`config.mk`:
```
export PLATFORM = sky130hd
export DESIGN_NAME = coh_shared_wrap
export DESIGN_NICKNAME = d
export VERILOG_FILES = /design/src/rtl/coh_pkg.sv /design/src/rtl/coh_line_tracker.sv /design/src/rtl/coh_shared_ctrl.sv /design/src/rtl/coh_shared_wrap.sv
export SDC_FILE = /design/constraint.sdc
export NUM_CORES = 1
export LEC_CHECK = 0
export ABC_AREA = 1
export CAP_MARGIN = 20
export CORE_MARGIN = 1.5
export CORE_UTILIZATION = 50
export CTS_BUF_LIST = sky130_fd_sc_hd__clkbuf_8
export CTS_CLUSTER_SIZE = 25
export DETAILED_ROUTE_END_ITERATION = 6
export GPL_TIMING_DRIVEN = 1
export PLACE_DENSITY_LB_ADDON = 0.15
export SYNTH_ARGS = -nofsm -noshare
export SYNTH_HDL_FRONTEND = slang
export SYNTH_SLANG_ARGS = --single-unit
```
`constraint.sdc`:
```
create_clock -name clk -period 1.66 [get_ports clk]
set_clock_uncertainty 0.1 [all_clocks]
set_input_delay 0.166 -clock clk [delete_from_list [all_inputs] [get_ports clk]]
set_output_delay 0.166 -clock clk [all_outputs]
set_load 0.005 [all_outputs]
```
`src/rtl/coh_pkg.sv`:
```
package coh_pkg;

  typedef enum logic [1:0] {
    ST_I = 2'd0,
    ST_S = 2'd1,
    ST_E = 2'd2,
    ST_M = 2'd3
  } line_st_t;

  typedef enum logic [1:0] {
    CMD_NONE = 2'd0,
    CMD_READ = 2'd1,
    CMD_RFO  = 2'd2,
    CMD_UPGR = 2'd3
  } bus_cmd_t;

  localparam logic MST_MSI  = 1'b0;
  localparam logic MST_MESI = 1'b1;

  // State of the requesting cache after its own access is taken.
  function automatic line_st_t own_next(line_st_t cur, logic wr,
                                        logic shared_seen, logic can_excl);
    if (wr) return ST_M;
    if (cur == ST_I) return (can_excl && !shared_seen) ? ST_E : ST_S;
    return cur;
  endfunction

  // State of the snooping cache after the other cache's access is taken.
  function automatic line_st_t snoop_next(line_st_t cur, logic wr);
    if (wr) return ST_I;
    if (cur == ST_M || cur == ST_E) return ST_S;
    return cur;
  endfunction

  // Bus command an access costs, given the requester's current state.
  function automatic bus_cmd_t cmd_for(line_st_t cur, logic wr);
    if (wr) begin
      if (cur == ST_M) return CMD_NONE;
      if (cur == ST_I) return CMD_RFO;
      return CMD_UPGR;
    end
    return (cur == ST_I) ? CMD_READ : CMD_NONE;
  endfunction

endpackage

```
`src/rtl/coh_line_tracker.sv`:
```
module coh_line_tracker
  import coh_pkg::*;
#(
  parameter int LINE_W  = 3,
  parameter bit IS_MESI = 1'b0
) (
  input  logic                   clk,
  input  logic                   rst_n,
  input  logic                   upd_en,
  input  logic [LINE_W-1:0]      upd_line,
  input  logic                   upd_own,
  input  logic                   upd_wr,
  input  logic                   shared_seen,
  output line_st_t               st_at_req,
  output logic [2*(1<<LINE_W)-1:0] st_flat
);
  localparam int LINES = 1 << LINE_W;

  line_st_t st_q [LINES];
  line_st_t st_new;

  assign st_at_req = st_q[upd_line];

  always_comb begin
    if (upd_own) st_new = own_next(st_q[upd_line], upd_wr, shared_seen, IS_MESI);
    else         st_new = snoop_next(st_q[upd_line], upd_wr);
  end

  always_ff @(posedge clk) begin
    if (!rst_n) begin
      for (int i = 0; i < LINES; i++) st_q[i] <= ST_I;
    end else if (upd_en) begin
      st_q[upd_line] <= st_new;
    end
  end

  for (genvar g = 0; g < LINES; g++) begin : g_line
    assign st_flat[2*g +: 2] = st_q[g];

    // the common protocol never holds a line Exclusive
    assert_no_excl_R3: assert property (@(posedge clk) disable iff (!rst_n)
      st_q[g] != ST_E);
  end

endmodule

```
`src/rtl/coh_shared_ctrl.sv`:
```
module coh_shared_ctrl
  import coh_pkg::*;
#(
  parameter int LINE_W = 3
) (
  input  logic              clk,
  input  logic              rst_n,
  input  logic              req_valid,
  input  logic              req_master,
  input  logic              req_write,
  input  logic [LINE_W-1:0] req_line,
  input  logic              bus_shared_in,
  input  line_st_t          msi_cur,
  input  line_st_t          mesi_cur,
  output logic              req_ready,
  output logic              accept,
  output logic              mesi_shared_out,
  output logic              msi_shared_out,
  output logic [1:0]        bus_cmd,
  output logic              wb_valid,
  output logic              wb_owner,
  output logic [LINE_W-1:0] wb_line
);
  typedef enum logic {PH_RUN, PH_WB} phase_t;

  phase_t   ph_q, ph_d;
  line_st_t own_st, oth_st;
  logic     conflict;
  logic     mesi_read;

  assign own_st    = (req_master == MST_MESI) ? mesi_cur : msi_cur;
  assign oth_st    = (req_master == MST_MESI) ? msi_cur  : mesi_cur;
  assign conflict  = req_valid && (oth_st == ST_M);
  assign mesi_read = req_valid && (req_master == MST_MESI) && !req_write;

  // Forcing toward the four-state cache; the three-state cache sees the bus.
  assign mesi_shared_out = bus_shared_in | mesi_read;
  assign msi_shared_out  = bus_shared_in;

  always_comb begin
    ph_d      = ph_q;
    req_ready = 1'b1;
    wb_valid  = 1'b0;
    if (ph_q == PH_RUN) begin
      if (conflict) begin
        req_ready = 1'b0;
        wb_valid  = 1'b1;
        ph_d      = PH_WB;
      end
    end else begin
      ph_d = PH_RUN;
    end
  end

  assign accept   = req_valid && req_ready;
  assign wb_owner = ~req_master;
  assign wb_line  = req_line;
  assign bus_cmd  = accept ? cmd_for(own_st, req_write) : CMD_NONE;

  always_ff @(posedge clk) begin
    if (!rst_n) ph_q <= PH_RUN;
    else        ph_q <= ph_d;
  end

  // a four-state read always sees the shared indication asserted
  assert_mesi_read_forced_R1: assert property (@(posedge clk) disable iff (!rst_n)
    (req_valid && req_master && !req_write) |-> mesi_shared_out);

  // the three-state cache sees the real response
  assert_msi_passthru_R2: assert property (@(posedge clk) disable iff (!rst_n)
    msi_shared_out == bus_shared_in);

  // a write-back cycle holds the request off, the next cycle takes it
  assert_wb_stalls_R6: assert property (@(posedge clk) disable iff (!rst_n)
    wb_valid |-> !req_ready);
  assert_wb_then_take_R6: assert property (@(posedge clk) disable iff (!rst_n)
    wb_valid |=> (req_ready && !wb_valid));

  // bus commands appear only on accepted requests
  assert_cmd_on_accept_R9: assert property (@(posedge clk) disable iff (!rst_n)
    (bus_cmd != CMD_NONE) |-> (req_valid && req_ready));

  // a stalled request stays presented
  assert_hold_R9: assert property (@(posedge clk) disable iff (!rst_n)
    (req_valid && !req_ready) |=> (req_valid && $stable(req_line)
                                   && $stable(req_master) && $stable(req_write)));

endmodule

```
`src/rtl/coh_shared_wrap.sv`:
```
module coh_shared_wrap
  import coh_pkg::*;
#(
  parameter int LINE_W = 3
) (
  input  logic              clk,
  input  logic              rst_n,
  input  logic              req_valid,
  output logic              req_ready,
  input  logic              req_master,
  input  logic              req_write,
  input  logic [LINE_W-1:0] req_line,
  input  logic              bus_shared_in,
  output logic              mesi_shared_out,
  output logic              msi_shared_out,
  output logic [1:0]        bus_cmd,
  output logic              wb_valid,
  output logic              wb_owner,
  output logic [LINE_W-1:0] wb_line,
  input  logic [LINE_W-1:0] probe_line,
  output logic [1:0]        probe_msi_state,
  output logic [1:0]        probe_mesi_state
);
  localparam int LINES = 1 << LINE_W;

  logic                 accept;
  line_st_t             msi_cur, mesi_cur;
  logic [2*LINES-1:0]   msi_flat, mesi_flat;

  coh_shared_ctrl #(.LINE_W(LINE_W)) u_ctrl (
    .clk, .rst_n, .req_valid, .req_master, .req_write, .req_line,
    .bus_shared_in, .msi_cur, .mesi_cur, .req_ready, .accept,
    .mesi_shared_out, .msi_shared_out, .bus_cmd, .wb_valid, .wb_owner, .wb_line
  );

  coh_line_tracker #(.LINE_W(LINE_W), .IS_MESI(1'b0)) u_trk_msi (
    .clk, .rst_n, .upd_en(accept), .upd_line(req_line),
    .upd_own(req_master == MST_MSI), .upd_wr(req_write),
    .shared_seen(msi_shared_out), .st_at_req(msi_cur), .st_flat(msi_flat)
  );

  coh_line_tracker #(.LINE_W(LINE_W), .IS_MESI(1'b1)) u_trk_mesi (
    .clk, .rst_n, .upd_en(accept), .upd_line(req_line),
    .upd_own(req_master == MST_MESI), .upd_wr(req_write),
    .shared_seen(mesi_shared_out), .st_at_req(mesi_cur), .st_flat(mesi_flat)
  );

  assign probe_msi_state  = msi_flat[2*probe_line +: 2];
  assign probe_mesi_state = mesi_flat[2*probe_line +: 2];

  for (genvar g = 0; g < LINES; g++) begin : g_own
    // a Modified copy excludes any other valid copy
    assert_single_owner_R8: assert property (@(posedge clk) disable iff (!rst_n)
      !((msi_flat[2*g +: 2] == 2'(ST_M) && mesi_flat[2*g +: 2] != 2'(ST_I)) ||
        (mesi_flat[2*g +: 2] == 2'(ST_M) && msi_flat[2*g +: 2] != 2'(ST_I))));
  end

endmodule

```
==> results.toml <==
[detailed_routing]
wire_per_inst_um = 18.4
initialDrtViolationCount = 300
num_vias = 2658
drc_errors = 0
drt-total-wl_mm = 8.39
vias_per_cell = 5.83
ant_nets = 0
drtPass1Iterations = 6

[clocking]
clkSlewWorstSetupHoldPaths_ns = 0.07
cts_root_buf = "clkbuf_8"
clock_latency_ns = 0.29
clockBufferDepth = 2
cts_sinks = 33
numCtsBuffers = 5
cts_tree = "yes"
cts.htree.levels = 2

[floorplan]
fp.dieW_um = 70.3
dieHeight_um = 70.3
pin_count = 26
core-area_um2 = 4350
fp-row-count = 24
dieArea_um2 = 4950
initial_core_util_pct = 52.1

[critical_path]
worst-path-buf-inv = 2
crit_family = "simple AND/OR/NAND/NOR gates"
slowest_delay_ns = 0.40
path_cells = "nand2_1 > nand2_1 > nand2_1 > nand2_1 > nand2_1 > nand2_2 > nor2_4 > a31oi_4 > inv_1 > ha_1 > nand2_2 > a21oi_2 > buf_2"
crit_fanout = 2
criticalPathCategory = "flip-flop to output pin"
cp_slowest_cell = "edfxtp_1"
critPathMostFrequentCell = "nand2_1"
cp_data_arrival_time_ns = 2.08
required_ns = 1.39
cp-start-kind = "flip-flop"
endpoint_kind = "output pin"

[flow_run]
max-cap-violations = 0

[logic_synthesis]
synth_cells = 294
synth_nets = 308
netlist_top_cells_area = "edfxtp_1 (42%), nand2_1 (12%), nor2_1 (9.1%)"
ys.warnings.count = 0
synth.top_cell.area_share_pct = 42.4
ys_ff_latch = 33
synth_area_um2 = 2270
synth_top_cell_by_area = "edfxtp_1"
ys_seq_area_share_pct = 43.3
synth_cell_type_count = 27
syn_avg_cell_area_um2 = 7.71

[timing]
finalSetupViolCount = 71
finalHoldViolations = 0
rsz0062_at_grt = "true"
final.setup.worst_slack_ns = -0.691
slew_violations = 0
worst_pin_slew_ns = 0.280
fmax_ghz = 0.425
fin_crit_sh_pct = 142
relSlewSlack_pct = 81.1
finalCriticalPeriod_ns = 2.35

[layout]
final_util_pct = 85.1
num-fill-cells = 213
n_antenna_cell = 0
nNetsFinal = 418
drive_gt1_share_pct = 48.0
final_cell_mix = "buf_4 (64), nand2_1 (55), inv_1 (32), edfxtp_1 (32), nor2_1 (29)"
final_common_cell = "buf_4"
synthToLayoutAreaGrowth_pct = 63.5

[power]
vdd_drop_max_mv = 0.556
power_leakage_uw = 0.00168
power.total_uw = 2300
power_density_nw_per_um2 = 621

[grt]
grt_pass1_wl_mm = 12.1
grt_max_degree = 18
track_usage_pct = 32.1
grt_pass1_vias = 2518
overflow = 0
antenna_found_initial = 0

[placement]
io_buffers = 25
dp_hpwl_mm = 4.89
place_congestion = 0.960
post-place-ws_ns = -1.14

[min_path]
worstHoldPathType = "primary input to flip-flop"

[outcome]
status = "finished, violations left"
violations = "setup timing"
Yosys cell counts (all sizes together):
master   n
inv     39
nor2    59
a31oi    6
buf     13
edfxtp  32
ha       2
nand3   12
nor3     2
nand4   11
dfxtp    1
nand2   76
clkinv   2
a221oi   2
o21ai   18
a21oi   13
clkbuf   4
o22ai    2
registers in the layout, summed over array words and instances, names as in the netlist:
signal,cells
u_trk_mesi.st_q,16
u_ctrl.ph_q,1
u_trk_msi.st_q,16
area by class of cell:
| cell class | count | area [um2] | area share, % |
|---|---|---|---|
| Clock buffer | 5 | 68.8 | 1.86 |
| Clock inverter | 2 | 11.3 | 0.304 |
| Inverter | 41 | 159 | 4.29 |
| Multi-Input combinational cell | 203 | 1320 | 35.6 |
| Sequential cell | 33 | 981 | 26.5 |
| Tap cell | 52 | 65.1 | 1.76 |
| Timing Repair Buffer | 120 | 1100 | 29.8 |
worst register-to-register path: stages (launching register included):
cell	delay [ns]
edfxtp_1	0.37
inv_1	0.09
nand2_1	0.10
nand3_2	0.09
nand2_1	0.07
inv_1	0.11
nand2_1	0.12
buf_4	0.15
nand2_1	0.09
nand2_2	0.07
nand3_4	0.10
buf_6	0.15
buf_12	0.14
nand4_1	0.16
nand2_2	0.16
metrics by stage:
stage          cells  cell area (um2)  TNS (ns)  hold WS [ns]
6_report         456             3710    -40.24         0.544
3_3_place_gp     418             3040    -63.51         0.807
3_5_place_dp     418             3040    -65.17         0.810
4_1_cts          450             3510    -25.09         0.540
2_1_floorplan    294             2320    -0.176         0.300
5_1_grt          456             3710    -46.34         0.556
timing repair:
item | CTS | global route
pin swaps | 30 | 26
cloned | 1 | 0
buffers inserted | 25 | 7
gates resized for setup | 105 | 49
hold buffers | 0 | 0
setup endpoints to repair | 75 | 74
endpoints found under the hold margin | 0 | 0
worst paths after layout:
path | cells past startpoint | slack, ns | from | endpoint
max reg2reg | 14 | -0.67 | u_trk_mesi.st_q[2][1] | u_trk_mesi.st_q[5][0]
min | 4 | 0.54 | rst_n | u_ctrl.ph_q
min reg2reg | 6 | 0.81 | u_ctrl.ph_q | u_ctrl.ph_q
max | 13 | -0.69 | u_trk_mesi.st_q[5][0] | bus_cmd[0]
report_power, final:
| part | switching [uW] | internal (uW) |
|---|---|---|
| clock | 292 | 281 |
| sequential | 24.0 | 952 |
| combinational | 412 | 342 |
per-layer routing:
layer / wire length [um] / vias to the layer above / global-route usage [%]
li1: - / 1179 / -
met5: 0 / - / 0
met2: 4040 / 206 / 54.5
met1: 3020 / 1206 / 39.1
met3: 775 / 67 / 4.76
met4: 559 / 0 / 17.1
logic make-up after synthesis:
family	share of synthesized area, %
AND/OR/NAND/NOR	33.6
buffers and inverters	12.3
AO/OA/AOI/OAI	9.82
flip-flops	43.3
adder cells (fa/ha/maj)	1.10
Power figures use the tool's default switching activity.
